$ cat src/rtl/dp_link_pkg.sv
package dp_link_pkg;
   localparam logic [7:0] RATE_CODE_LO   = 8'h06;
   localparam logic [7:0] RATE_CODE_HI   = 8'h0A;
   localparam logic [7:0] REV_LANE_FIELD = 8'h11;
   localparam int         LINK_KHZ_W     = 19;
   localparam logic [LINK_KHZ_W-1:0] LINK_KHZ_LO = 19'd162000;
   localparam logic [LINK_KHZ_W-1:0] LINK_KHZ_HI = 19'd270000;
   localparam int         CAP_W          = 21;   // width of 4 lanes at the high rate
   localparam int         CAND_N         = 6;    // 3 lane counts x 2 rates

   typedef enum logic {
      PH_IDLE,
      PH_SHRINK
   } phase_t;

   function automatic logic [LINK_KHZ_W-1:0] rate_khz(input logic hi);
      return hi ? LINK_KHZ_HI : LINK_KHZ_LO;
   endfunction
endpackage

$ cat src/rtl/dp_cap_decode.sv
module dp_cap_decode
   import dp_link_pkg::*;
(
   input  logic [7:0] cap_rev,
   input  logic [7:0] cap_rate,
   input  logic [7:0] cap_lanes,
   output logic [2:0] max_lanes,
   output logic       max_hi
);
   logic [4:0] lane_field;
   logic [2:0] unused_lane_bits;

   assign lane_field       = cap_lanes[4:0];
   assign unused_lane_bits = cap_lanes[7:5];

   always_comb begin
      max_lanes = 3'd4;
      if (cap_rev >= REV_LANE_FIELD) begin
         case (lane_field)
            5'd1:    max_lanes = 3'd1;
            5'd2:    max_lanes = 3'd2;
            default: max_lanes = 3'd4;
         endcase
      end
   end

   assign max_hi = (cap_rate == RATE_CODE_HI);
endmodule

$ cat src/rtl/dp_link_search.sv
module dp_link_search
   import dp_link_pkg::*;
#(
   parameter int REQ_W = 22
) (
   input  logic [REQ_W-1:0]      req,
   input  logic [2:0]            max_lanes,
   input  logic                  max_hi,
   output logic                  hit,
   output logic                  sel_hi,
   output logic [2:0]            sel_lanes,
   output logic [LINK_KHZ_W-1:0] sel_khz
);
   logic [CAND_N-1:0] hit_vec;
   logic [2:0]        pick;

   // Candidate c: lanes = 1 << (c/2), rate high when c is odd.
   // Lower index means cheaper link, so the lowest hit wins.
   for (genvar c = 0; c < CAND_N; c++) begin : g_cand
      localparam int  LN = 1 << (c / 2);
      localparam bit  HI = (c % 2) == 1;
      logic [REQ_W-1:0] cap;
      logic             allowed;
      assign cap     = REQ_W'(rate_khz(HI)) * REQ_W'(LN);
      assign allowed = (3'(LN) <= max_lanes) && (!HI || max_hi);
      assign hit_vec[c] = allowed && (cap >= req);
   end

   always_comb begin
      pick = 3'd0;
      for (int c = CAND_N - 1; c >= 0; c--) begin
         if (hit_vec[c]) pick = 3'(c);
      end
   end

   assign hit       = |hit_vec;
   assign sel_hi    = pick[0];
   assign sel_lanes = 3'(3'd1 << pick[2:1]);
   assign sel_khz   = rate_khz(sel_hi);
endmodule

$ cat src/rtl/dp_ratio_shrink.sv
module dp_ratio_shrink #(
   parameter int IN_W  = 22,
   parameter int OUT_W = 24
) (
   input  logic             clk,
   input  logic             rst_n,
   input  logic             load,
   input  logic [IN_W-1:0]  m_in,
   input  logic [IN_W-1:0]  n_in,
   output logic [OUT_W-1:0] m_out,
   output logic [OUT_W-1:0] n_out,
   output logic             fits
);
   logic [IN_W-1:0] m_q;
   logic [IN_W-1:0] n_q;

   if (OUT_W >= IN_W) begin : g_pass
      // Inputs can never exceed the output range: no shifter needed.
      always_ff @(posedge clk or negedge rst_n) begin
         if (!rst_n) begin
            m_q <= '0;
            n_q <= '0;
         end else if (load) begin
            m_q <= m_in;
            n_q <= n_in;
         end
      end
      assign m_out = OUT_W'(m_q);
      assign n_out = OUT_W'(n_q);
      assign fits  = 1'b1;
   end else begin : g_shift
      logic wide;
      assign wide = (|m_q[IN_W-1:OUT_W]) || (|n_q[IN_W-1:OUT_W]);

      always_ff @(posedge clk or negedge rst_n) begin
         if (!rst_n) begin
            m_q <= '0;
            n_q <= '0;
         end else if (load) begin
            m_q <= m_in;
            n_q <= n_in;
         end else if (wide) begin
            m_q <= m_q >> 1;
            n_q <= n_q >> 1;
         end
      end
      assign m_out = m_q[OUT_W-1:0];
      assign n_out = n_q[OUT_W-1:0];
      assign fits  = !wide;
   end
endmodule

$ cat src/rtl/dp_link_select.sv
module dp_link_select
   import dp_link_pkg::*;
#(
   parameter int PIX_W       = 20,
   parameter int FIT_W       = 24,
   parameter int BPP         = 3,
   parameter int TU_SIZE     = 64,
   parameter int TU_W        = 6,
   parameter int MIN_PIX_KHZ = 10000
) (
   input  logic                  clk,
   input  logic                  rst_n,
   input  logic                  start,
   input  logic [7:0]            cap_rev,
   input  logic [7:0]            cap_rate,
   input  logic [7:0]            cap_lanes,
   input  logic [PIX_W-1:0]      pix_khz,
   output logic                  busy,
   output logic                  done,
   output logic [7:0]            rate_code,
   output logic [2:0]            lane_cnt,
   output logic [LINK_KHZ_W-1:0] link_khz,
   output logic                  too_fast,
   output logic                  too_slow,
   output logic                  no_fit,
   output logic [TU_W+FIT_W-1:0] data_m_word,
   output logic [FIT_W-1:0]      data_n,
   output logic [FIT_W-1:0]      link_m,
   output logic [FIT_W-1:0]      link_n
);
   localparam int REQ_W  = PIX_W + 2;
   localparam int CALC_W = (REQ_W > CAP_W) ? REQ_W : CAP_W;
   localparam logic [TU_W-1:0] TU_FIELD = TU_W'(TU_SIZE - 1);

   if (PIX_W < 14)                 begin : g_bad_pix $error("PIX_W too small"); end
   if (BPP < 1 || BPP > 4)         begin : g_bad_bpp $error("BPP out of range"); end
   if (FIT_W < 8)                  begin : g_bad_fit $error("FIT_W too small"); end
   if (TU_SIZE < 1 || TU_SIZE > (1 << TU_W)) begin : g_bad_tu $error("TU_SIZE does not fit TU_W"); end

   // capability clean-up
   logic [2:0] max_lanes;
   logic       max_hi;

   dp_cap_decode u_cap (
      .cap_rev   (cap_rev),
      .cap_rate  (cap_rate),
      .cap_lanes (cap_lanes),
      .max_lanes (max_lanes),
      .max_hi    (max_hi)
   );

   // bandwidth need and mode limits
   logic [CALC_W-1:0] req;
   logic [CALC_W-1:0] max_cap;
   logic              fast_c;
   logic              slow_c;

   assign req     = CALC_W'(pix_khz) * CALC_W'(BPP);
   assign max_cap = CALC_W'(rate_khz(max_hi)) * CALC_W'(max_lanes);
   assign fast_c  = req > max_cap;
   assign slow_c  = CALC_W'(pix_khz) < CALC_W'(MIN_PIX_KHZ);

   // cheapest link search
   logic                  hit;
   logic                  sel_hi;
   logic [2:0]            sel_lanes;
   logic [LINK_KHZ_W-1:0] sel_khz;

   dp_link_search #(.REQ_W(CALC_W)) u_search (
      .req       (req),
      .max_lanes (max_lanes),
      .max_hi    (max_hi),
      .hit       (hit),
      .sel_hi    (sel_hi),
      .sel_lanes (sel_lanes),
      .sel_khz   (sel_khz)
   );

   // control
   phase_t phase_q;
   logic   accept;
   logic   load;
   logic   fits_data;
   logic   fits_link;

   assign accept = start && (phase_q == PH_IDLE);
   assign load   = accept && hit;

   always_ff @(posedge clk or negedge rst_n) begin
      if (!rst_n) begin
         phase_q   <= PH_IDLE;
         done      <= 1'b0;
         rate_code <= RATE_CODE_LO;
         lane_cnt  <= 3'd1;
         link_khz  <= LINK_KHZ_LO;
         too_fast  <= 1'b0;
         too_slow  <= 1'b0;
         no_fit    <= 1'b0;
      end else begin
         done <= 1'b0;
         case (phase_q)
            PH_IDLE: begin
               if (accept) begin
                  too_fast <= fast_c;
                  too_slow <= slow_c;
                  no_fit   <= !hit;
                  if (hit) begin
                     rate_code <= sel_hi ? RATE_CODE_HI : RATE_CODE_LO;
                     lane_cnt  <= sel_lanes;
                     link_khz  <= sel_khz;
                     phase_q   <= PH_SHRINK;
                  end else begin
                     done <= 1'b1;
                  end
               end
            end
            PH_SHRINK: begin
               if (fits_data && fits_link) begin
                  done    <= 1'b1;
                  phase_q <= PH_IDLE;
               end
            end
            default: phase_q <= PH_IDLE;
         endcase
      end
   end

   assign busy = (phase_q == PH_SHRINK);

   // ratio reducers
   logic [CALC_W-1:0] dm_in;
   logic [CALC_W-1:0] dn_in;
   logic [CALC_W-1:0] lm_in;
   logic [CALC_W-1:0] ln_in;
   logic [FIT_W-1:0]  data_m;

   assign dm_in = req;
   assign dn_in = CALC_W'(sel_khz) * CALC_W'(sel_lanes);
   assign lm_in = CALC_W'(pix_khz);
   assign ln_in = CALC_W'(sel_khz);

   dp_ratio_shrink #(.IN_W(CALC_W), .OUT_W(FIT_W)) u_data_ratio (
      .clk   (clk),
      .rst_n (rst_n),
      .load  (load),
      .m_in  (dm_in),
      .n_in  (dn_in),
      .m_out (data_m),
      .n_out (data_n),
      .fits  (fits_data)
   );

   dp_ratio_shrink #(.IN_W(CALC_W), .OUT_W(FIT_W)) u_link_ratio (
      .clk   (clk),
      .rst_n (rst_n),
      .load  (load),
      .m_in  (lm_in),
      .n_in  (ln_in),
      .m_out (link_m),
      .n_out (link_n),
      .fits  (fits_link)
   );

   assign data_m_word = {TU_FIELD, data_m};
endmodule

$ cat config.mk
export PLATFORM = sky130hd
export DESIGN_NAME = dp_link_select
export DESIGN_NICKNAME = d
export VERILOG_FILES = /design/src/rtl/dp_link_pkg.sv /design/src/rtl/dp_cap_decode.sv /design/src/rtl/dp_link_search.sv /design/src/rtl/dp_ratio_shrink.sv /design/src/rtl/dp_link_select.sv
export SDC_FILE = /design/constraint.sdc
export NUM_CORES = 1
export LEC_CHECK = 0
export ABC_AREA = 1
export BUFFER_PORTS_ARGS = -buffer_cell sky130_fd_sc_hd__buf_4
export CORE_ASPECT_RATIO = 2
export CORE_MARGIN = 1.5
export CORE_UTILIZATION = 60
export CTS_CLUSTER_DIAMETER = 80
export CTS_CLUSTER_SIZE = 12
export DETAILED_ROUTE_END_ITERATION = 10
export PLACE_DENSITY = 0.85
export SETUP_SLACK_MARGIN = 0.4
export SLEW_MARGIN = 20
export SYNTH_ARGS = -nofsm -noshare
export SYNTH_HDL_FRONTEND = slang
export SYNTH_HIERARCHICAL = 1
export SYNTH_SLANG_ARGS = --single-unit
$ cat constraint.sdc
create_clock -name clk -period 2.8 [get_ports clk]
set_input_delay 0.56 -clock clk [delete_from_list [all_inputs] [get_ports clk]]
set_output_delay 0.56 -clock clk [all_outputs]
set_load 0.005 [all_outputs]
==> results.ini, run 1 <==
[synthesis]
syn_inst=1548
yosys_warnings=6
yosysSeqAreaShare=0.282
synthDistinctLibCells=45
synth_enable_flop_cells=0
syn_area_per_cell_um2=6.73
netlist_area_mm2=0.0104
synthFlopType=dfrtp_1
ys_ff_latch=117
synthArstFlopShare=1.00

[global_route]
grt_pass1_vias=15504
grt_max_degree=59
overflow=1
grt_use_total=0.630
grt_pass1_wl_um=85000

[clock_network]
cts-hold-fix-buffers=0
clock_path_buffers=2
cts_sinks=117
cts_made_buffers=17
cts_max_level=4
clockRootBuffer=clkbuf_16

[outcome]
lastStage=global routing
outcome=did not finish
stop_error=[ERROR GRT-0116] Global routing finished with congestion. Check the congestion regions in the DRC Viewer.

[die]
rows=68
die-height_um=189
initial_utilization=0.609
dieWidth_um=96.2
io_pins=184

[place]
numPortBuffers=160
dp_slack_ns=-2.38
hpwl_um=25500
gp_congestion=0.908

==> metrics by stage <==
stage	util	hold slack (ns)	instances	instance area, um^2
after floorplan	-	0.264	1580	11000
after global placement	0.791	0.455	2092	13500
after detailed placement	0.791	0.458	2092	13500
after CTS	0.931	0.231	2183	15900
==> cells by family after synthesis <==
logic type | Yosys count | synth area share
AOI/OAI and AO/OA | 96 | 0.0512
xor gates and xnor gates | 28 | 0.0235
adders and majority gates | 113 | 0.152
buffers and inverters | 270 | 0.127
DFF | 117 | 0.282
other | 8 | 0.00288
and+or+nand+nor | 916 | 0.361
==> per-layer routing <==
layer,overflow,global-route usage
met4,1,0.626
met5,0,0.0357
met3,0,0.405
met1,0,0.626
met2,0,0.840
==> timing repair <==
action                                  in CTS
cloned                                      11
resized for setup                          284
endpoints found under the setup margin     116
setup buffers                               49
pin swaps                                  112
==> Yosys cell counts (3+ instances only) <==
library cell | count | area (um^2)
nand2_1 | 667 | 2500
inv_1 | 193 | 724
dfrtp_1 | 107 | 2680
nor2_1 | 102 | 383
ha_1 | 90 | 1130
nand3_1 | 68 | 340
a21oi_1 | 51 | 255
buf_4 | 48 | 360
nand2_2 | 35 | 219
fa_1 | 23 | 460
o21ai_0 | 20 | 100
xor2_1 | 18 | 158
nand4_1 | 12 | 75.1
buf_6 | 10 | 113
dfstp_2 | 10 | 263
xnor2_1 | 10 | 87.6
conb_1 | 8 | 30.0
nor2_2 | 8 | 50.1
nor3_1 | 8 | 40.0
clkbuf_1 | 7 | 26.3
o21bai_1 | 7 | 52.6
inv_2 | 6 | 22.5
o21ai_1 | 4 | 20.0
a21o_1 | 3 | 22.5
nor3_2 | 3 | 30.0
nor4_1 | 3 | 18.8
==> run 2, diff against run 1 <==
--- a/config.mk
+++ b/config.mk
@@ -7,14 +7,10 @@
 export LEC_CHECK = 0
 export ABC_AREA = 1
 export BUFFER_PORTS_ARGS = -buffer_cell sky130_fd_sc_hd__buf_4
-export CORE_ASPECT_RATIO = 2
 export CORE_MARGIN = 1.5
-export CORE_UTILIZATION = 60
-export CTS_CLUSTER_DIAMETER = 80
-export CTS_CLUSTER_SIZE = 12
+export CORE_UTILIZATION = 40
 export DETAILED_ROUTE_END_ITERATION = 10
-export PLACE_DENSITY = 0.85
-export SETUP_SLACK_MARGIN = 0.4
+export PLACE_DENSITY_LB_ADDON = 0.15
 export SLEW_MARGIN = 20
 export SYNTH_ARGS = -nofsm -noshare
 export SYNTH_HDL_FRONTEND = slang
==> run 2 against run 1 <==
- synthesized cell count stayed put
- the flow now finishes, with violations (setup timing)
- synthesized area stayed put
==> results.ini, run 2 <==
[outcome]
outcome=complete, but fails checks
violations=setup timing

[timing]
relSlewSlack=0.555
rsz0062_at_grt=yes
finalSetupViolCount=116
fin_crit_ns=4.65
fin_ws_ns=-1.85
finalClockSkew_ns=0.00966
worstMarginPinSlew_ns=0.668
finalMaxSlewViolations=0
hold_viol=0
fin_crit_sh=1.66
fmax_ghz=0.215

[job]
maxCapViolations=0

[clock_network]
clock_path_buffers=2  ; unchanged
cts_max_level=4  ; unchanged
cts_made_buffers=17  ; unchanged
clk_pin_slew_ns=0.06
cts-hold-fix-buffers=0  ; unchanged
cts_tree=yes
clockRootBuffer=clkbuf_16
cts_sinks=117  ; unchanged
clk_latency_ns=0.42

[global_route]
grt_pass1_vias=11096
antenna_found_initial=1
grt_use_total=0.253
overflow=0
grt_max_degree=50
grt_pass1_wl_um=54200

[cells_and_area]
syn_to_final_growth_pct=61.6
mostFrequentLayoutCell=nand2_1
diodes=0
fin_area_mm2=0.0168
layout-drive-gt1-share=0.445
postLayoutCoreUtil=0.663
stdcell_count=2324
finalNetCount=2141
final_cell_mix=nand2_1, buf_4, inv_1, nand2_2, dfrtp_1

[die]
initial_utilization=0.410  ; -0.199
coreArea_mm2=0.0254
io_pins=184  ; unchanged
die-height_um=164  ; -13%
rows=58  ; -15%
fp.dieArea_mm2=0.0270
dieWidth_um=164  ; +71%

[place]
placed_cell_area_mm2=0.0136  ; +0.48%
hpwl_um=23600  ; -7.6%
numPortBuffers=160  ; unchanged
placed_cells=2199  ; +5.1%
gp_congestion=0.937  ; +3.3%

[power]
power.density_mw_per_mm2=683
leakagePower_nw=9.19
ir_drop_v=0.000458

[detailed_routing]
postRouteAntennaNets=0
drt_iter0_markers=544
drc=0
routed_wl_um=36800
vias=11342
first_pass_iters=6
wl_per_cell_um=15.8
viasPerCell=4.88

[synthesis]
synth_enable_flop_cells=0  ; unchanged
synth_commonest_cells=nand2_1, inv_1, dfrtp_1
yosysSeqAreaShare=0.282  ; unchanged
synthAdderAreaFrac=0.152  ; unchanged
synth-xor-area-share=0.0235  ; unchanged
ys_ff_latch=117  ; unchanged
synth_top_area_share=0.257  ; unchanged
netlist_area_mm2=0.0104  ; unchanged
synth_top_family_by_area=simple AND/OR/NAND/NOR gates
syn_area_per_cell_um2=6.73  ; unchanged
synthFlopType=dfrtp_1
ys_top_cells_by_area=dfrtp_1, nand2_1, ha_1, inv_1, fa_1
synthDistinctLibCells=45  ; unchanged
synth_compound_area_frac=0.0512  ; unchanged
synth_top_cell_by_area=dfrtp_1
synth_mux_area_frac=0  ; unchanged
synth-simple-area-share=0.361  ; unchanged
yosys_warnings=6  ; unchanged
synthArstFlopShare=1.00  ; unchanged
syn_inst=1548  ; unchanged
post-synth-top-count-cell=nand2_1

[critical_path]
arrival_ns=4.96
path_max_fanout=7
start_kind=primary input
setup.worst_path.end=u_data_ratio/n_q[17]$_DFFE_PN0P_
cp_slowest_cell=fa_1
path_class=primary input to flop
r2r_end=u_data_ratio/m_q[20]$_DFFE_PN0P_
slowest_delay_ns=0.54
rrSetupSlack_ns=0.86
worstPathRequired_ns=3.11
crit_start=pix_khz[4]
rr_worst_depth=9
timing.rr.start=busy$_DFF_PN0_
critPathCaptureType=flop

[min_path]
hp-class=primary input to asynchronous set/reset pin

## run 2: cell counts after synthesis
No cell type changed its count.
## run 2: how the worst min path moves through the flow
stage                     cells past startpoint                        to  slack, ns                     start
after global routing                          1   link_khz[3]$_DFFE_PN0P_       0.22                     rst_n
after floorplan                               0            busy$_DFF_PN0_       0.26                     rst_n
final                                         1   lane_cnt[1]$_DFFE_PN0P_       0.17                     rst_n
after global placement                        2  link_khz[11]$_DFFE_PN1P_       0.46  link_khz[11]$_DFFE_PN1P_
after CTS                                     1   link_khz[3]$_DFFE_PN0P_       0.19                     rst_n
after detailed placement                      2   lane_cnt[0]$_DFFE_PN1P_       0.46   lane_cnt[0]$_DFFE_PN1P_
## run 2: cell families after synthesis
logic type | after synthesis
adders and majority gates | 113
other | 8
buffers and inverters | 270
xor gates and xnor gates | 28
AOI/OAI and AO/OA | 96
DFF | 117
and+or+nand+nor | 916
## run 2: routing by layer
| metal | share of wire | track usage | vias up |
|---|---|---|---|
| met4 | 0.032 | 0.0725 | 0 |
| met1 | 0.41 | 0.306 | 5366 |
| met5 | 0 | 0 | - |
| met2 | 0.51 | 0.463 | 326 |
| met3 | 0.052 | 0.0374 | 93 |
| li1 | - | - | 5557 |
## run 2: repair_timing
action | 4_1_cts | 5_1_grt
pin swaps | 59 | 112
gates resized for setup | 178 | 239
gates cloned | 14 | 7
endpoints found under the hold margin | 0 | 0
endpoints found under the setup margin | 116 | 116
setup buffers | 45 | 30
## run 2: final cells by class
class | instances | area (um^2)
Timing Repair Buffer | 439 | 3840
Clock inverter | 13 | 181
Multi-Input combinational cell | 1194 | 7990
Timing Repair inverter | 11 | 210
Fill cell | 2096 | 8560
Clock buffer | 19 | 443
Inverter | 201 | 826
Tap cell | 330 | 413
Sequential cell | 117 | 2940
## run 2: critical path: cells and delay by family
kind                     cells  cell delay (ns)
buffers and inverters        8             1.01
AO/OA/AOI/OAI                2             0.36
adder cells (fa/ha/maj)      3             1.05
AND/OR/NAND/NOR             22             1.95
## run 2: metrics by stage
step                setup slack, ns  hold slack, ns  setup TNS [ns]  power, mW
finish                        -1.85           0.172          -93.29       11.5
global route                  -2.06           0.222         -111.41       12.2
CTS                           -1.63           0.193          -61.48       10.9
detailed placement            -2.32           0.459         -136.52       7.74
global placement              -2.35           0.456         -135.47       7.66
floorplan                     -1.61           0.264          -72.77       5.50
## run 2: where the power goes
part | switching (mW) | leakage, nW | internal [mW] | total (mW)
registers | 0.458 | 1.46 | 2.44 | 2.90
clock network | 0.895 | 0.303 | 1.51 | 2.41
logic | 3.17 | 7.43 | 3.03 | 6.20
(Power assumes the default switching activity.)
